## src/rtl/ppt_pkg.sv

```systemverilog
package ppt_pkg;

   typedef enum logic [2:0] {
      PK_DATA = 3'd0,
      PK_STAT = 3'd1,
      PK_CTRL = 3'd2,
      PK_EADR = 3'd3,
      PK_EDAT = 3'd4
   } pin_kind_t;

   typedef enum logic [1:0] {
      ST_IDLE,
      ST_WAIT,
      ST_ACK
   } fe_state_t;

   localparam logic [2:0] OFS_DATA = 3'd0;
   localparam logic [2:0] OFS_STAT = 3'd1;
   localparam logic [2:0] OFS_CTRL = 3'd2;
   localparam logic [2:0] OFS_EADR = 3'd3;
   localparam logic [2:0] OFS_EDAT = 3'd4;

   // direction | select | init | auto-feed | strobe
   localparam logic [7:0] CTL_GATE_MASK = 8'h2F;
   localparam logic [7:0] CTL_EPP_WR    = 8'h04;
   localparam logic [7:0] CTL_EPP_RD    = 8'h24;
   localparam logic [7:0] CTL_FORCED    = 8'hC0;

   function automatic logic [31:0] width_mask(input logic [2:0] n);
      case (n)
         3'd1:    return 32'h0000_00FF;
         3'd2:    return 32'h0000_FFFF;
         default: return 32'hFFFF_FFFF;
      endcase
   endfunction

endpackage

```

## src/rtl/ppt_access_decode.sv

```systemverilog
module ppt_access_decode
   import ppt_pkg::*;
#(
   parameter bit WIDE_EPP = 1'b1
) (
   input  logic        win,
   input  logic        wr,
   input  logic [2:0]  ofs,
   input  logic [1:0]  size,
   input  logic [31:0] wdata,
   input  logic [7:0]  ctrl_q,
   input  logic        ctrl_known,
   input  logic [7:0]  dataw_q,
   output logic        issue,
   output logic [2:0]  kind,
   output logic [2:0]  cnt,
   output logic [31:0] payload,
   output logic [31:0] local_rdata,
   output logic        set_dataw,
   output logic        set_ctrl,
   output logic        clr_tmo,
   output logic [7:0]  ctrl_wval
);

   logic [2:0]  epp_cnt;
   logic [31:0] epp_mask;
   logic [7:0]  gate;

   generate
      if (WIDE_EPP) begin : g_wide
         always_comb begin
            case (size)
               2'd0:    epp_cnt = 3'd1;
               2'd1:    epp_cnt = 3'd2;
               default: epp_cnt = 3'd4;
            endcase
         end
      end else begin : g_narrow
         logic unused_size;
         assign unused_size = ^size;
         assign epp_cnt = 3'd1;
      end
   endgenerate

   assign epp_mask  = width_mask(epp_cnt);
   assign gate      = ctrl_q & CTL_GATE_MASK;
   assign ctrl_wval = wdata[7:0] | CTL_FORCED;

   always_comb begin
      issue       = 1'b0;
      kind        = PK_DATA;
      cnt         = 3'd1;
      payload     = 32'd0;
      local_rdata = 32'h0000_00FF;
      set_dataw   = 1'b0;
      set_ctrl    = 1'b0;
      clr_tmo     = 1'b0;
      if (!win) begin
         case (ofs)
            OFS_DATA: begin
               kind = PK_DATA;
               if (wr) begin
                  if (wdata[7:0] != dataw_q) begin
                     issue     = 1'b1;
                     payload   = {24'd0, wdata[7:0]};
                     set_dataw = 1'b1;
                  end
               end else begin
                  issue = 1'b1;
               end
            end
            OFS_STAT: begin
               kind = PK_STAT;
               if (wr) clr_tmo = wdata[0];
               else    issue   = 1'b1;
            end
            OFS_CTRL: begin
               kind = PK_CTRL;
               if (wr) begin
                  if (ctrl_wval != ctrl_q) begin
                     issue    = 1'b1;
                     payload  = {24'd0, ctrl_wval};
                     set_ctrl = 1'b1;
                  end
               end else if (!ctrl_known) begin
                  issue = 1'b1;
               end else begin
                  local_rdata = {24'd0, ctrl_q};
               end
            end
            OFS_EADR: begin
               kind = PK_EADR;
               if (wr) begin
                  issue   = (gate == CTL_EPP_WR);
                  payload = {24'd0, wdata[7:0]};
               end else begin
                  issue = (gate == CTL_EPP_RD);
               end
            end
            OFS_EDAT: begin
               kind = PK_EDAT;
               cnt  = epp_cnt;
               if (wr) begin
                  issue   = (gate == CTL_EPP_WR);
                  payload = wdata & epp_mask;
               end else begin
                  issue       = (gate == CTL_EPP_RD);
                  local_rdata = epp_mask;
               end
            end
            default: ;
         endcase
      end
   end

endmodule

```

## src/rtl/ppt_resp_timer.sv

```systemverilog
module ppt_resp_timer #(
   parameter int unsigned TMO_CYCLES = 16
) (
   input  logic clk,
   input  logic rst_n,
   input  logic run,
   output logic expired
);

   localparam int unsigned TW = (TMO_CYCLES < 2) ? 1 : $clog2(TMO_CYCLES);

   logic [TW-1:0] cnt_q;

   always_ff @(posedge clk or negedge rst_n) begin
      if (!rst_n)      cnt_q <= '0;
      else if (!run)   cnt_q <= '0;
      else             cnt_q <= cnt_q + 1'b1;
   end

   assign expired = run && (cnt_q == TW'(TMO_CYCLES - 1));

endmodule

```

## src/rtl/ppt_host_front.sv

```systemverilog
module ppt_host_front
   import ppt_pkg::*;
#(
   parameter int unsigned TMO_CYCLES = 16,
   parameter bit          WIDE_EPP   = 1'b1
) (
   input  logic        clk,
   input  logic        rst_n,
   input  logic        hb_valid,
   input  logic        hb_write,
   input  logic        hb_win,
   input  logic [2:0]  hb_ofs,
   input  logic [1:0]  hb_size,
   input  logic [31:0] hb_wdata,
   output logic        hb_ready,
   output logic [31:0] hb_rdata,
   output logic        pr_valid,
   output logic [2:0]  pr_kind,
   output logic        pr_write,
   output logic [2:0]  pr_count,
   output logic [31:0] pr_wdata,
   input  logic        ps_done,
   input  logic        ps_err,
   input  logic [31:0] ps_rdata
);

   generate
      if (TMO_CYCLES < 2) begin : g_bad_tmo
         $error("TMO_CYCLES must be at least 2");
      end
   endgenerate

   fe_state_t   state_q;
   logic [7:0]  ctrl_q;
   logic        ctrl_known;
   logic [7:0]  dataw_q;
   logic        tmo_q;

   logic        d_issue, d_set_dataw, d_set_ctrl, d_clr_tmo;
   logic [2:0]  d_kind, d_cnt;
   logic [31:0] d_payload, d_local_rdata;
   logic [7:0]  d_ctrl_wval;
   logic        expired;
   logic        finish;
   logic        failed;
   logic        is_epp;
   logic [31:0] rsp;
   logic [31:0] rsp_fmt;

   ppt_access_decode #(.WIDE_EPP(WIDE_EPP)) u_dec (
      .win         (hb_win),
      .wr          (hb_write),
      .ofs         (hb_ofs),
      .size        (hb_size),
      .wdata       (hb_wdata),
      .ctrl_q      (ctrl_q),
      .ctrl_known  (ctrl_known),
      .dataw_q     (dataw_q),
      .issue       (d_issue),
      .kind        (d_kind),
      .cnt         (d_cnt),
      .payload     (d_payload),
      .local_rdata (d_local_rdata),
      .set_dataw   (d_set_dataw),
      .set_ctrl    (d_set_ctrl),
      .clr_tmo     (d_clr_tmo),
      .ctrl_wval   (d_ctrl_wval)
   );

   ppt_resp_timer #(.TMO_CYCLES(TMO_CYCLES)) u_tmr (
      .clk     (clk),
      .rst_n   (rst_n),
      .run     (state_q == ST_WAIT),
      .expired (expired)
   );

   assign finish = (state_q == ST_WAIT) && (ps_done || expired);
   assign failed = ps_done ? ps_err : 1'b1;
   assign is_epp = (pr_kind == PK_EADR) || (pr_kind == PK_EDAT);
   assign rsp    = (ps_done ? ps_rdata : 32'hFFFF_FFFF) & width_mask(pr_count);

   always_comb begin
      rsp_fmt = rsp;
      if (pr_kind == PK_STAT) rsp_fmt[0] = tmo_q;
   end

   always_ff @(posedge clk or negedge rst_n) begin
      if (!rst_n) begin
         state_q    <= ST_IDLE;
         hb_ready   <= 1'b0;
         hb_rdata   <= '0;
         pr_valid   <= 1'b0;
         pr_kind    <= PK_DATA;
         pr_write   <= 1'b0;
         pr_count   <= 3'd1;
         pr_wdata   <= '0;
         ctrl_q     <= '0;
         ctrl_known <= 1'b0;
         dataw_q    <= 8'hFF;
         tmo_q      <= 1'b0;
      end else begin
         case (state_q)
            ST_IDLE: begin
               if (hb_valid) begin
                  if (d_clr_tmo)   tmo_q   <= 1'b0;
                  if (d_set_dataw) dataw_q <= hb_wdata[7:0];
                  if (d_set_ctrl) begin
                     ctrl_q     <= d_ctrl_wval;
                     ctrl_known <= 1'b1;
                  end
                  if (d_issue) begin
                     pr_valid <= 1'b1;
                     pr_kind  <= d_kind;
                     pr_write <= hb_write;
                     pr_count <= d_cnt;
                     pr_wdata <= d_payload;
                     state_q  <= ST_WAIT;
                  end else begin
                     hb_ready <= 1'b1;
                     hb_rdata <= hb_write ? 32'd0 : d_local_rdata;
                     state_q  <= ST_ACK;
                  end
               end
            end
            ST_WAIT: begin
               if (finish) begin
                  pr_valid <= 1'b0;
                  hb_ready <= 1'b1;
                  hb_rdata <= pr_write ? 32'd0 : rsp_fmt;
                  state_q  <= ST_ACK;
                  if (failed && is_epp) tmo_q <= 1'b1;
                  if (!pr_write && pr_kind == PK_CTRL) begin
                     ctrl_q     <= rsp[7:0];
                     ctrl_known <= 1'b1;
                  end
               end
            end
            default: begin
               hb_ready <= 1'b0;
               state_q  <= ST_IDLE;
            end
         endcase
      end
   end

endmodule

```

## config.mk

```make
export PLATFORM = sky130hd
export DESIGN_NAME = ppt_host_front
export DESIGN_NICKNAME = d
export VERILOG_FILES = /design/src/rtl/ppt_pkg.sv /design/src/rtl/ppt_access_decode.sv /design/src/rtl/ppt_resp_timer.sv /design/src/rtl/ppt_host_front.sv
export SDC_FILE = /design/constraint.sdc
export NUM_CORES = 1
export LEC_CHECK = 0
export ABC_AREA = 1
export BUFFER_PORTS_ARGS = -buffer_cell sky130_fd_sc_hd__buf_2
export CORE_MARGIN = 2
export CORE_UTILIZATION = 47
export CTS_BUF_LIST = sky130_fd_sc_hd__clkbuf_16
export CTS_CLUSTER_DIAMETER = 50
export DETAILED_ROUTE_END_ITERATION = 8
export GPL_ROUTABILITY_DRIVEN = 0
export GPL_TIMING_DRIVEN = 0
export HOLD_SLACK_MARGIN = 0.1
export PLACE_DENSITY = 0.77
export SLEW_MARGIN = 10
export SYNTH_ARGS = -nofsm -noshare
export SYNTH_HDL_FRONTEND = slang
export SYNTH_SLANG_ARGS = --single-unit
export TNS_END_PERCENT = 5
```

## constraint.sdc

```tcl
create_clock -name clk -period 1.8 [get_ports clk]
set_input_delay 0.18 -clock clk [delete_from_list [all_inputs] [get_ports clk]]
set_output_delay 0.18 -clock clk [all_outputs]
set_load 0.02 [all_outputs]
```

# Yosys cells after proc, flatten, opt, wreduce, memory -nomap -nowiden
# Cells that the tools add are included.
# classes
addsub	1
eq_ne	27
n_mux	73
n_bitwise	2
n_reduce_logical	20
# ops
cell	n
$mux 32	11
$pmux 32 s2	4
$pmux 32 s4	1
$and 32x32->32	2
$mux 8	8
$mux 1	33
$eq 3x2->1 const B	6
$ne 2x2->1 const B	8
$ne 8x8->1	2
$pmux 8 s2	1
$eq 3x1->1 const B	4
$pmux 3 s4	1
$reduce_and 5->1	2
$mux 3	3
$reduce_and 3->1	3
$pmux 1 s2	4
$reduce_and 4->1	2
$eq 3x3->1 const B	2
$mux 2	3
$pmux 3 s2	1
$eq 5x3->1 const B	1
$eq 5x5->1 const B	1
$add 4x1->4 const B	1
$eq 2x1->1 const B	2
12 further kinds	17
# word_totals
register_bits	97
inputBits	76
out_inout_bits	73
wordCells	136

# Logic depth before layout (Yosys ltp)
# Gate-level depths: netlist (run 1).
# depth
word_depth	10
ltp_mapped	15
depth_no_buf	14

# Modules after synthesis
# Synthesis (run 1) repeated with hierarchy kept, for this count alone.
# hier_totals
hier_cells	875
hier_area_um2	6024.5
# modules_own_cells
module	instances	cells_per_inst	area_per_inst_um2	seq_area_each_um2
ppt_host_front	1	644	4692.0	2338.5
ppt_access_decode	1	212	1162.4	0.0
ppt_resp_timer	1	19	170.2	100.1

# Worst setup path after synthesis (run 1)
# OpenSTA, ideal clock, no wires.
# synth_timing
path_kind	in2reg
from	input hb_size[1]
to	register hb_rdata[16]
setup_time_ns	0.117
arrival_ns	1.577
required_time_ns	1.683
slack_ns	0.106
stages	10
n_path_buf	2
cell_sequence	nor2_1 -> inv_1 -> clkbuf_1 -> ha_1 -> clkinv_1 -> nand3_1 -> clkbuf_1 -> o21ai_0 -> nand3_1 -> nand2_1
# synth_via
elab_chain_cells	10
word_cells_on_any_way	12
cone_classes	eq/ne: 3; mux: 8; reduce/logical: 1
# synth_rtl
item	line	rtl
start, declared	ppt_host_front.sv:13	input logic [1:0] hb_size,
$eq 2x1->1 or $logic_not 2->1 (tied branches)	ppt_access_decode.sv:32	case (size)
$pmux 3 s2 (*)	ppt_access_decode.sv:32	
$eq 3x2->1 or $eq 3x1->1 (tied branches)	ppt_pkg.sv:30	case (n)
$pmux 32 s2 (*)	ppt_pkg.sv:30	
$pmux 32 s2 (*)	ppt_access_decode.sv:59	case (ofs)
$mux 32 (*)	ppt_access_decode.sv:58	if (!win) begin
$mux 32 (*)	ppt_host_front.sv:120	hb_rdata <= hb_write ? 32'd0 : d_local_rdata;
$mux 32 (*)	ppt_host_front.sv:111	if (d_issue) begin
$mux 32 (*)	ppt_host_front.sv:104	if (hb_valid) begin
$pmux 32 s2 (*)	ppt_host_front.sv:102	case (state_q)
end signal, assigned	ppt_host_front.sv:120	
end signal, assigned	ppt_host_front.sv:129	hb_rdata <= pr_write ? 32'd0 : rsp_fmt;
end, declared	ppt_host_front.sv:16	output logic [31:0] hb_rdata,
# Mark *: on every way between the ends. The rest lies on a longest branch, timed or not. The select of a mux whose other input is x is not followed.
# A chain may end at the register's enable or synchronous reset.

# Worst setup path after layout (run 1)
# layout_timing
from	register dataw_q[7]
to	register pr_wdata[4]
# layout_via
elab_chain_cells	6
word_cells_on_any_way	10
cone_classes	eq/ne: 1; mux: 8; reduce/logical: 1
# layout_rtl
item	line	rtl
start, declared	ppt_host_front.sv:36	logic [7:0] dataw_q;
start signal, assigned	ppt_host_front.sv:106	if (d_set_dataw) dataw_q <= hb_wdata[7:0];
$ne 8x8->1 (*)	ppt_access_decode.sv:63	if (wdata[7:0] != dataw_q) begin
$mux 1	ppt_access_decode.sv:63	
$mux 1	ppt_access_decode.sv:62	if (wr) begin
$pmux 1 s4	ppt_access_decode.sv:59	
$mux 1	ppt_access_decode.sv:58	
$reduce_and 3->1 (no line)	-	
end signal, assigned	ppt_host_front.sv:116	pr_wdata <= d_payload;
end, declared	ppt_host_front.sv:21	output logic [31:0] pr_wdata,
# Mark *: on every way between the ends. The rest lies on a longest branch, timed or not.

==> metrics.md, run 1 <==
| Metric | Value |
|---|---|
| Per-cell routed wire length | `13.9 µm` |
| Number of buffers on the longest clock path | `2` |
| # H-tree levels | `3` |
| Antenna fix cells | `0` |
| Internal Pwr Total | `4.45 mW` |
| Number of fill cells in the layout | `973` |
| Most common cell after layout, fill and taps aside | `sky130_fd_sc_hd__nand2_1` |
| # nets final | `933` |
| Relative slew slack | `50.2%` |
| Area delta synth->final | `29.3%` |
| Die height | `108 µm` |
| Largest net degree at the start of global routing | `59` |
| Sum of negative setup slack | `-1.93 ns` |
| Initial antenna violation count | `0` |
| Required time of the worst setup path | `2.03 ns` |
| Placement-stage worst setup slack | `-0.528 ns` |
| GRT Residual Overflow | `0` |
| First-pass GRT wire length | `22.3 mm` |
| Final Hold Viols | `0` |
| Sequential fraction of design power | `41.6%` |
| DR vias | `5056` |
| Total core area | `10400 µm²` |
| CTS Root Cell | `sky130_fd_sc_hd__clkbuf_16` |
| Top-level port count | `149` |
| Total net switching power | `2.68 mW` |
| Highest fanout seen on the critical path | `8` |
| Detailed-placement wirelength estimate | `10.2 mm` |
| Clock edge transition at the registers on the reported setup and hold paths | `0.07 ns` |
| Iteration count of the initial detailed-routing pass | `5` |
| Combined area of all synthesized cells | `5050 µm²` |
| Die width | `108 µm` |
| Number of failing setup endpoints in the final timing report | `66` |
| Achievable clock frequency | `529 MHz` |
| Peak supply drop | `0.639 mV` |
| Sequential element share of the synthesized area | `48.3%` |
| Cell Area, Placed | `5980 µm²` |
| DR iter-0 viols | `281` |
| Number of global-route vias before repair | `4688` |
| Gate power share | `33.9%` |
| Result of the run | `finished with violations` |
| Average footprint of a synthesized cell | `7.41 µm²` |
| Multi-input gate area | `2400 µm²` |
| Fraction of final layout cells with drive strength greater than 1 | `28.7%` |
| HP Class | `in2reg` |
| Clock tree from TritonCTS | `built` |
| Antenna Nets Post-Route | `0` |
| Unrepaired setup endpoints after global routing | `true` |
| Power per Cell Area | `1090 nW/µm²` |
| Max-slew violation count | `0` |
| DRT Wirelength | `13.9 mm` |
| Worst clock skew | `0.00758 ns` |
| Library cells used by synthesis | `29` |
| Max-capacitance violation count | `0` |
| Post-synthesis net count | `759` |
| Area of all placed cells without fillers | `6530 µm²` |
| Clock buffers created by TritonCTS | `9` |
| YS warnings | `0` |
| Synthesized instance count | `681` |
| Area taken by flip-flops and latches | `2440 µm²` |
| Number of buffers added on ports | `148` |
| Area enclosed by the die boundary | `11600 µm²` |
| Period Utilization, post-route | `105%` |
| Worst Path Class, Setup | `reg2reg` |
| Worst path setup slack after routing | `-0.0894 ns` |
| Crit path time final | `1.89 ns` |
| Starting utilization of the core area | `48.7%` |
| Number of register bits inferred by synthesis | `97` |
| Most used cells in the layout excluding fill and tap cells | `sky130_fd_sc_hd__nand2_1 (247), sky130_fd_sc_hd__buf_2 (151), sky130_fd_sc_hd__dfrtp_1 (87)` |
| DRC violation count after routing | `0` |
| Transition time at the pin with the least slew margin | `0.747 ns` |
| FP Rows | `37` |
| Overall routing resource usage | `24.2%` |
| Clk Latency, worst-skew pair | `0.34 ns` |
| TritonCTS Sinks | `97` |
| Via/cell ratio | `5.08` |
| Data arrival time of the critical path | `2.12 ns` |
| Clk network pwr share | `24.6%` |
| Switching Fraction | `37.6%` |
| Element type at the critical path start | `flip-flop` |
| Total leakage power | `3.61 nW` |
| Violated checks | `negative setup slack` |
| Type of destination of the critical path | `flip-flop` |
[repair_timing]
action	in CTS	in global routing
setup endpoints to repair	83	93
buffers inserted	6	8
pin swaps	7	10
gates resized for setup	15	45
hold endpoints to repair	49	0
hold buffers	1	0
[state kept, by name (all words and copies together), names as in the netlist]
name and count:
ctrl_q 8, u_tmr.cnt_q 4, ctrl_known 1, hb_ready 1
dataw_q 8, pr_kind 3, hb_rdata 32, state_q 2
tmo_q 1, pr_count 3, pr_valid 1, pr_write 1
pr_wdata 32
[worst paths after layout]
check	start	to	slack, ns	cells after the start
max	dataw_q[7]	pr_wdata[4]	-0.09	12
max reg2reg	dataw_q[7]	pr_wdata[4]	-0.09	12
max in group asynchronous	rst_n	pr_count[0]	0.61	3
min reg2reg	hb_rdata[20]	hb_rdata[20]	0.47	2
min in group asynchronous	rst_n	hb_rdata[3]	0.46	2
min	hb_wdata[6]	dataw_q[6]	0.11	3
[logic make-up after synthesis]
group	share of synthesized area, %
and+or+nand+nor	34.5
DFF	48.3
xor gates and xnor gates	1.73
adders and majority gates	0.496
buffers and inverters	6.00
AOI/OAI and AO/OA	8.95
[worst max-delay path, cell delays in order, from the launching register on]
cell and delay [ns]:
sky130_fd_sc_hd__dfstp_2 0.54, sky130_fd_sc_hd__xnor2_1 0.11, sky130_fd_sc_hd__nand2_1 0.10, sky130_fd_sc_hd__nor2_2 0.15
sky130_fd_sc_hd__nand3_1 0.10, sky130_fd_sc_hd__nand2_1 0.09, sky130_fd_sc_hd__nand2_2 0.09, sky130_fd_sc_hd__nand3_4 0.14
sky130_fd_sc_hd__nor2_4 0.07, sky130_fd_sc_hd__buf_6 0.13, sky130_fd_sc_hd__buf_12 0.13, sky130_fd_sc_hd__nand2_1 0.06
sky130_fd_sc_hd__nand2_1 0.05
[stage by stage]
step / power (mW) / std cells / utilization (%) / hold WS (ns)
6_report: 7.13 / 996 / 63.0 / 0.115
5_1_grt: 7.54 / 996 / 63.0 / 0.104
4_1_cts: 7.01 / 988 / 61.1 / 0.105
3_5_place_dp: 5.13 / 966 / 57.7 / 0.294
3_3_place_gp: 5.08 / 965 / 57.5 / 0.447
2_1_floorplan: 4.36 / 681 / - / -0.116
[cell usage after synthesis]
cell type	count	share of area [%]
sky130_fd_sc_hd__nor2_4	4	0.89
sky130_fd_sc_hd__inv_1	33	2.5
sky130_fd_sc_hd__nor3_1	34	3.4
sky130_fd_sc_hd__nand3_1	66	6.5
sky130_fd_sc_hd__o21ai_0	64	6.3
sky130_fd_sc_hd__o21a_1	1	0.15
sky130_fd_sc_hd__buf_2	14	1.4
sky130_fd_sc_hd__clkbuf_1	17	1.3
sky130_fd_sc_hd__nor2_1	43	3.2
sky130_fd_sc_hd__nand3_4	1	0.35
sky130_fd_sc_hd__ha_1	2	0.50
sky130_fd_sc_hd__buf_6	2	0.45
sky130_fd_sc_hd__nor2_2	3	0.37
sky130_fd_sc_hd__o21ai_1	3	0.30
sky130_fd_sc_hd__clkinv_1	2	0.15
sky130_fd_sc_hd__dfrtp_1	88	44
sky130_fd_sc_hd__buf_1	2	0.15
sky130_fd_sc_hd__inv_2	2	0.15
sky130_fd_sc_hd__o21ai_2	1	0.17
sky130_fd_sc_hd__nor3b_1	1	0.15
sky130_fd_sc_hd__a21oi_1	16	1.6
sky130_fd_sc_hd__dfstp_2	9	4.7
sky130_fd_sc_hd__nand4_1	1	0.12
sky130_fd_sc_hd__xor2_1	2	0.35
sky130_fd_sc_hd__xnor2_1	8	1.4
sky130_fd_sc_hd__o211ai_1	1	0.15
sky130_fd_sc_hd__nand2_1	256	19
sky130_fd_sc_hd__nand2_2	4	0.50
sky130_fd_sc_hd__o211ai_2	1	0.25
[power by group through the flow]
stage               Combinational [mW]  Clock (mW)  Sequential [mW]
CTS                               2.30        1.76             2.95
global route                      2.67        1.85             3.01
global placement                  2.11           0             2.97
finish                            2.41        1.75             2.96
detailed placement                2.15           0             2.98
floorplan                         1.14           0             3.22
[per-layer routing]
layer,global-route usage (%),up-vias,wire (µm)
met5,0,-,0
met4,5.13,0,111
met3,6.42,9,1210
met2,39.3,189,6430
met1,32.7,2314,6110
li1,-,2544,-
[area by class of cell]
| type | instances | share of cell area (%) |
|---|---|---|
| Clock inverter | 7 | 0.632 |
| Buffer | 34 | 3.32 |
| Multi-Input combinational cell | 512 | 36.8 |
| Sequential cell | 97 | 37.4 |
| Tap cell | 136 | 2.61 |
| Timing Repair Buffer | 164 | 13.6 |
| Clock buffer | 9 | 3.45 |
| Inverter | 37 | 2.18 |
(Power assumes the default switching activity.)
==> run 2: changes to the inputs <==
--- a/config.mk
+++ b/config.mk
@@ -8,16 +8,17 @@
 export ABC_AREA = 1
 export BUFFER_PORTS_ARGS = -buffer_cell sky130_fd_sc_hd__buf_2
 export CORE_MARGIN = 2
-export CORE_UTILIZATION = 47
+export CORE_UTILIZATION = 49
 export CTS_BUF_LIST = sky130_fd_sc_hd__clkbuf_16
 export CTS_CLUSTER_DIAMETER = 50
 export DETAILED_ROUTE_END_ITERATION = 8
 export GPL_ROUTABILITY_DRIVEN = 0
-export GPL_TIMING_DRIVEN = 0
+export GPL_TIMING_DRIVEN = 1
 export HOLD_SLACK_MARGIN = 0.1
 export PLACE_DENSITY = 0.77
 export SLEW_MARGIN = 10
 export SYNTH_ARGS = -nofsm -noshare
 export SYNTH_HDL_FRONTEND = slang
+export SYNTH_HIERARCHICAL = 1
 export SYNTH_SLANG_ARGS = --single-unit
 export TNS_END_PERCENT = 5
==> run 2 against run 1 <==
Compared with the run above:
- the run still ends with negative setup slack left
- combinational power increased by 6%
- utilization decreased by 0.48 points
- first-iteration DRC count increased by 11%
- sequential power decreased by 2%
- critical path depth increased by 3
- die area increased by 14%
- routed wire length increased by 6.8%
- sequential cell count unchanged
- maximum frequency decreased by 1.2%
- worst setup slack got worse by 0.023 ns
- worst hold slack improved by 0.0073 ns
==> metrics.md, run 2 <==
| Metric | Value |
|---|---|
| Switching Fraction | `36.6%` |
| Worst path setup slack after routing | `-0.112 ns` |
| Area enclosed by the die boundary | `13200 µm²` |
| Number of register bits inferred by synthesis | `97` |
| GRT Residual Overflow | `0` |
| Placement-stage worst setup slack | `-0.0754 ns` |
| Sequential fraction of design power | `39.8%` |
| Gate power share | `35.0%` |
| Number of placed cells counting well taps | `1145` |
| Violated checks | `negative setup slack` |
| Top cell type's share of synthesized area | `36.6%` |
| Cell type contributing the most total cell area after synthesis | `sky130_fd_sc_hd__dfrtp_1` |
| Number of synthesized flops with an enable pin | `0` |
| Worst Hold Depth | `3` |
| Peak supply drop | `0.577 mV` |
| HP Class | `in2reg` |
| # H-tree levels | `3` |
| Total power | `7.33 mW` |
| Detailed-placement wirelength estimate | `10.5 mm` |
| Fraction of synthesis flops using an asynchronous set or reset pin | `100%` |
| Number of global-route vias before repair | `5118` |
| Launching point of the worst reg2reg path | `ctrl_q[3]` |
| Sequential element share of the synthesized area | `40.5%` |
| CTS Root Cell | `sky130_fd_sc_hd__clkbuf_16` |
| DRT Wirelength | `14.8 mm` |
| Transition time at the pin with the least slew margin | `0.558 ns` |
| Starting utilization of the core area | `50.2%` |
| Largest cells by area after synthesis | `sky130_fd_sc_hd__dfrtp_1 (37%), sky130_fd_sc_hd__nand2_1 (18%), sky130_fd_sc_hd__inv_1 (7.7%)` |
| Average footprint of a synthesized cell | `6.89 µm²` |
| Total leakage power | `4.11 nW` |
| Max-slew violation count | `0` |
| Required time of the worst setup path | `2.07 ns` |
| Die width | `115 µm` |
| Iteration count of the initial detailed-routing pass | `6` |
| Most common cell after layout, fill and taps aside | `sky130_fd_sc_hd__nand2_1` |
| Worst Path Class, Setup | `reg2reg` |
| Clock buffers created by TritonCTS | `9` |
| DR iter-0 viols | `312` |
| Overall routing resource usage | `22.3%` |
| DR vias | `5578` |
| Worst clock skew | `0.00858 ns` |
| Number of failing setup endpoints in the final timing report | `72` |
| Synthesized instance count | `875` |
| Highest fanout seen on the critical path | `7` |
| Combined area of all synthesized cells | `6020 µm²` |
| FP Rows | `40` |
| DRC violation count after routing | `0` |
| Registers with the most flip-flops | `hb_rdata: 32 flops, pr_wdata: 32 flops` |
| Result of the run | `finished with violations` |
| Total net switching power | `2.68 mW` |
| Type of destination of the critical path | `flip-flop` |
| Number of buffers added on ports | `148` |
| Count of non-filler cells in the finished layout | `1172` |
| Largest net degree at the start of global routing | `61` |
| Top-level port count | `149` |
| Library cells used by synthesis | `35` |
| TritonCTS Sinks | `97` |
| Worst reg2reg endpoint | `hb_rdata[28]` |
| Relative slew slack | `62.8%` |
| Area delta synth->final | `24.6%` |
| Beginning of the worst hold path | `hb_wdata[0]` |
| Period Utilization, post-route | `106%` |
| Area of all placed cells without fillers | `7500 µm²` |
| Final Hold Viols | `0` |
| Reg-to-reg slack, setup | `-0.11 ns` |
| Die height | `115 µm` |
| # nets final | `1098` |
| Top-count cell post-synth | `sky130_fd_sc_hd__nand2_1` |
| Max-capacitance violation count | `0` |
| Crit path time final | `1.91 ns` |
| Internal Pwr Total | `4.64 mW` |
| Unrepaired setup endpoints after global routing | `true` |
| Dominant register cell in the synthesized netlist | `sky130_fd_sc_hd__dfrtp_1` |
| Number of buffers on the longest clock path | `2` |
| Clk Latency, worst-skew pair | `0.34 ns` |
| Total core area | `12000 µm²` |
| Element type at the critical path start | `flip-flop` |
| Number of fill cells in the layout | `1116` |
| Per-cell routed wire length | `12.6 µm` |
| Most used cells in the layout excluding fill and tap cells | `sky130_fd_sc_hd__nand2_1 (273), sky130_fd_sc_hd__buf_2 (147), sky130_fd_sc_hd__inv_1 (121)` |
| Cell depth of the worst flop-to-flop path | `15` |
| First-pass GRT wire length | `23.6 mm` |
| Cell Area, Placed | `6910 µm²` |
| Initial antenna violation count | `1` |
| Antenna Nets Post-Route | `0` |
| Power per Cell Area | `976 nW/µm²` |
| Clk network pwr share | `25.2%` |
| Top cells by instance count after synthesis | `sky130_fd_sc_hd__nand2_1 (287), sky130_fd_sc_hd__inv_1 (124), sky130_fd_sc_hd__nor2_1 (101)` |
| Clock edge transition at the registers on the reported setup and hold paths | `0.06 ns` |
| Hold Crit Endpoint | `dataw_q[0]` |
| Achievable clock frequency | `523 MHz` |
| Via/cell ratio | `4.76` |
| Fraction of final layout cells with drive strength greater than 1 | `29.9%` |
| YS warnings | `6` |
| Data arrival time of the critical path | `2.19 ns` |
| Clock tree from TritonCTS | `built` |
## run 2: cell count changes after synthesis, moves of 4 or more
cell,before,now
sky130_fd_sc_hd__nand3_1,66,54
sky130_fd_sc_hd__nor2_1,43,101
sky130_fd_sc_hd__o21ai_0,64,51
sky130_fd_sc_hd__inv_2,2,6
sky130_fd_sc_hd__buf_4,0,33
sky130_fd_sc_hd__or2_2,0,25
sky130_fd_sc_hd__nand4_1,1,10
sky130_fd_sc_hd__inv_1,33,124
sky130_fd_sc_hd__a21oi_1,16,9
sky130_fd_sc_hd__nor3_1,34,5
sky130_fd_sc_hd__nand2_1,256,287
sky130_fd_sc_hd__nor3b_2,0,9
## run 2: kinds of logic (layout without fill, tap and decap cells)
kind of cell / after synthesis / in the layout / share of synthesized area [%]
xor+xnor: 5 / 5 / 0.727
simple gates: 510 / 510 / 37.6
buf+inv: 195 / 343 / 15.1
other cells: 1 / 3 / 0.0622
fa+ha+maj: 2 / 2 / 0.415
flops: 97 / 97 / 40.5
compound gates: 65 / 65 / 5.63
## run 2: area by class of cell
| cell class | count | area [µm²] | area share (%) |
|---|---|---|---|
| sequential | 97 | 2440 | 32.5 |
| timing repair buffer | 197 | 1270 | 17.0 |
| multi-input combinational | 584 | 2830 | 37.8 |
| clock inverter | 6 | 52.6 | 0.700 |
| clock buffer | 9 | 225 | 3.00 |
| tap | 147 | 184 | 2.45 |
| inverter | 131 | 494 | 6.59 |
| antenna | 1 | 2.50 | 0.0333 |
## run 2: power by group through the flow
stage               registers (mW)  logic [mW]  clock network (mW)
global placement              2.93        2.30                   0
CTS                           2.91        2.36                1.90
detailed placement            2.94        2.33                   0
global route                  2.97        2.85                1.99
finish                        2.91        2.56                1.85
floorplan                     3.26        1.15                   0
## run 2: worst max-delay path by stage
stage,startpoint,to,slack [ns],depth (start not counted)
6_report,ctrl_q[3],hb_rdata[28],-0.11,15
5_1_grt,u_tmr/cnt_q[0],ctrl_q[0],-0.24,11
4_1_cts,ctrl_q[0],pr_wdata[31],-0.06,13
3_5_place_dp,ctrl_q[3],pr_wdata[3],-0.08,10
3_3_place_gp,ctrl_q[3],ctrl_q[0],0.00006,13
2_1_floorplan,dataw_q[0],hb_rdata[21],0.02,11
## run 2: layer usage
metal	track usage [%]	up-vias	routed length, µm	share of wire (%)
met5	0	-	0	0
met4	8.67	0	286	1.9
met3	4.06	21	752	5.1
met2	35.6	143	7030	47
met1	30.3	2497	6750	46
li1	-	2917	-	-
## run 2: worst max-delay path, stage by stage (launching register included)
cell,delay [ns]
sky130_fd_sc_hd__dfrtp_1,0.41
sky130_fd_sc_hd__buf_6,0.13
sky130_fd_sc_hd__nand2_2,0.05
sky130_fd_sc_hd__nand2_1,0.04
sky130_fd_sc_hd__nor2_1,0.09
sky130_fd_sc_hd__nand2_1,0.07
sky130_fd_sc_hd__nor2_1,0.10
sky130_fd_sc_hd__nor2_1,0.07
sky130_fd_sc_hd__nor2_1,0.18
sky130_fd_sc_hd__a21oi_4,0.11
sky130_fd_sc_hd__nand2_4,0.13
sky130_fd_sc_hd__nand2_8,0.10
sky130_fd_sc_hd__clkbuf_16,0.18
sky130_fd_sc_hd__nand2_1,0.05
sky130_fd_sc_hd__inv_1,0.03
sky130_fd_sc_hd__nor2_1,0.10
## run 2: repair_timing
item	in CTS	in global routing
resized for setup	5	64
endpoints found under the setup margin	77	88
cloned	0	4
hold buffers	3	0
endpoints found under the hold margin	36	0
buffers inserted	0	4
pin swaps	2	7
## run 2: per-stage QoR
step,setup TNS (ns),hold slack (ns),utilization [%]
after floorplan,0,-0.116,-
after global placement,0,0.206,57.6
after detailed placement,-2.62,0.210,57.6
after CTS,-2.78,0.107,60.3
after global routing,-14.14,0.125,62.5
final,-4.37,0.122,62.5
==> run 3: changes to the inputs <==
--- a/config.mk
+++ b/config.mk
@@ -16,6 +16,7 @@
 export GPL_TIMING_DRIVEN = 1
 export HOLD_SLACK_MARGIN = 0.1
 export PLACE_DENSITY = 0.77
+export RECOVER_POWER = 100
 export SLEW_MARGIN = 10
 export SYNTH_ARGS = -nofsm -noshare
 export SYNTH_HDL_FRONTEND = slang
==> constraint.sdc (replaced) <==
create_clock -name clk -period 1.8 [get_ports clk]
set_input_delay 0.27 -clock clk [delete_from_list [all_inputs] [get_ports clk]]
set_output_delay 0.27 -clock clk [all_outputs]
set_load 0.02 [all_outputs]
==> run 3 against run 2 <==
Compared with the run above:
- the run still ends with negative setup slack left
- global-route usage is 0.86 points higher
- largest cell class unchanged
- critical endpoint is now hb_rdata[25]
- non-clock buffer count up 7
- die area unchanged
- cell area fell by 0.77%
==> metrics.md, run 3 (synthesis gave the netlist of run 2 again) <==
| Metric | Value |
|---|---|
| CTS Root Cell | `sky130_fd_sc_hd__clkbuf_16` |
| Power per Cell Area | `1010 nW/µm²` |
| Overall routing resource usage | `23.1%` |
| DR vias | `5614` |
| Clk Latency, worst-skew pair | `0.34 ns` |
| Top-level port count | `149` |
| Internal Pwr Total | `4.77 mW` |
| Switching Fraction | `36.8%` |
| Peak per-stage delay on the critical path | `0.56 ns` |
| Number of global-route vias before repair | `5205` |
| Most used cells in the layout excluding fill and tap cells | `sky130_fd_sc_hd__nand2_1 (269), sky130_fd_sc_hd__inv_1 (107), sky130_fd_sc_hd__nor2_1 (94)` |
| First-pass GRT wire length | `24.6 mm` |
| Area delta synth->final | `23.6%` |
| # H-tree levels | `3` |
| Antenna fix cells | `0` |
| Number of placed cells counting well taps | `1157` |
| Series of cell instances along the critical path | `inv_2 -> nand2_1 -> nand2_1 -> nand2_1 -> nor2_2 -> nand3_1 -> nand2_2 -> a21oi_4 -> nand2_4 -> nand2_8 -> clkbuf_16 -> nand2_2 -> inv_2 -> nor2_1` |
| Number of buffers on the longest clock path | `2` |
| Result of the run | `finished with violations` |
| Die height | `115 µm` |
| FP Rows | `40` |
| Sequential fraction of design power | `38.8%` |
| Cell Area, Placed | `7010 µm²` |
| TritonCTS Sinks | `97` |
| DRT Wirelength | `15.0 mm` |
| GRT Residual Overflow | `0` |
| DRC violation count after routing | `0` |
| Max-slew violation count | `0` |
| Detailed-routed wire length on met3 | `739 µm` |
| Detailed-placement wirelength estimate | `10.8 mm` |
| Period Utilization, post-route | `106%` |
| Gate power share | `33.9%` |
| Die width | `115 µm` |
| Fraction of final layout cells with drive strength greater than 1 | `25.5%` |
| Slowest-stage cell, CP | `sky130_fd_sc_hd__dfstp_2` |
| Initial antenna violation count | `0` |
| Total core area | `12000 µm²` |
| Highest fanout seen on the critical path | `7` |
| Worst Path Class, Setup | `reg2reg` |
| Clk network pwr share | `27.2%` |
| Element type at the critical path start | `flip-flop` |
| Antenna Nets Post-Route | `0` |
| Top layer in use | `met4` |
| Length of routed wiring on met1 | `6.95 mm` |
| Violated checks | `negative setup slack` |
| Crit path time final | `1.91 ns` |
| # nets final | `1105` |
| Unrepaired setup endpoints after global routing | `true` |
| Clock tree from TritonCTS | `built` |
| Most common cell after layout, fill and taps aside | `sky130_fd_sc_hd__nand2_1` |
| Number of failing setup endpoints in the final timing report | `72` |
| Required time of the worst setup path | `2.03 ns` |
| Reg-to-reg slack, setup | `-0.11 ns` |
| Worst clock skew | `0.00836 ns` |
| Clock buffers created by TritonCTS | `9` |
| Number of buffers added on ports | `148` |
| Peak supply drop | `0.419 mV` |
| Starting utilization of the core area | `50.2%` |
| Clock edge transition at the registers on the reported setup and hold paths | `0.07 ns` |
| HP Class | `in2reg` |
| Achievable clock frequency | `522 MHz` |
| Area enclosed by the die boundary | `13200 µm²` |
| Via/cell ratio | `4.76` |
| Type of destination of the critical path | `flip-flop` |
| Area of all placed cells without fillers | `7450 µm²` |
| Sum of negative setup slack | `-3.87 ns` |
| Total leakage power | `3.85 nW` |
| Transition time at the pin with the least slew margin | `0.653 ns` |
| Final Hold Viols | `0` |
| Cell mode on critical path | `sky130_fd_sc_hd__nand2_1` |
| Total net switching power | `2.78 mW` |
| Routed met2 length | `7.08 mm` |
| Count of non-filler cells in the finished layout | `1179` |
| DR iter-0 viols | `378` |
| Relative slew slack | `56.5%` |
| Data arrival time of the critical path | `2.14 ns` |
| Registers with the most flip-flops | `hb_rdata: 32 flops, pr_wdata: 32 flops` |
| Iteration count of the initial detailed-routing pass | `5` |
| Largest net degree at the start of global routing | `45` |
| Worst path setup slack after routing | `-0.114 ns` |
| Per-cell routed wire length | `12.7 µm` |
| Max-capacitance violation count | `0` |
[run 3: changes by cell type in the layout (fill, tap and decap cells not counted), moves of 4 or more]
| cell | change |
|---|---|
| sky130_fd_sc_hd__inv_2 | +13 |
| sky130_fd_sc_hd__buf_2 | -72 |
| sky130_fd_sc_hd__buf_4 | +8 |
| sky130_fd_sc_hd__inv_1 | -14 |
| sky130_fd_sc_hd__o21ai_0 | +14 |
| sky130_fd_sc_hd__nand2_1 | -4 |
| sky130_fd_sc_hd__clkbuf_1 | +73 |
| sky130_fd_sc_hd__o21ai_1 | -11 |
[run 3: area by class of cell]
class	instances	area [µm²]
fill	1128	4560
multi-input combinational	584	2830
sequential	97	2440
timing repair buffer	204	1180
inverter	131	494
clock buffer	9	225
tap	147	184
clock inverter	7	93.8
[run 3: path summary, 6_finish.rpt]
kind | cells past startpoint | end | start
setup / recovery | 14 | hb_rdata[25] | dataw_q[7]
hold / removal | 3 | dataw_q[7] | hb_wdata[7]
setup reg to reg | 14 | hb_rdata[25] | dataw_q[7]
hold reg to reg | 1 | u_tmr/cnt_q[0] | u_tmr/cnt_q[0]
max in group asynchronous | 3 | hb_rdata[24] | rst_n
min in group asynchronous | 2 | ctrl_q[1] | rst_n
[run 3: what timing repair did]
item	CTS	global route
buffers inserted	0	2
cloned	0	3
hold buffers	1	0
pin swaps	1	15
gates resized for setup	11	59
hold endpoints to repair	20	0
endpoints found under the setup margin	49	87
[run 3: through the flow]
stage	utilization [%]	setup slack, ns	hold slack, ns	power [mW]
finish	62.0	-0.114	0.169	7.55
global placement	58.4	-0.0102	0.212	5.32
detailed placement	58.4	-0.0578	0.214	5.38
floorplan	-	0.0225	-0.0256	4.41
global route	62.0	-0.209	0.179	8.05
CTS	61.4	-0.0267	0.156	7.50
[run 3: critical path, delay by kind of cell, from the launching register on]
family          cells  cell delay (ns)
buf+inv             3             0.22
flops               1             0.56
compound gates      1             0.24
simple gates       10             0.79
[run 3: routing by layer]
metal / up-vias / GRT usage, %
met2: 136 / 37.0
met4: 0 / 7.95
met5: - / 0
li1: 2920 / -
met1: 2538 / 32.2
met3: 20 / 3.74
[run 3: power by group through the flow]
stage | Combinational (mW) | Clock [mW] | Sequential [mW]
finish | 2.56 | 2.06 | 2.93
global placement | 2.40 | 0 | 2.92
detailed placement | 2.44 | 0 | 2.94
CTS | 2.48 | 2.11 | 2.91
global route | 2.86 | 2.21 | 2.98
floorplan | 1.15 | 0 | 3.26
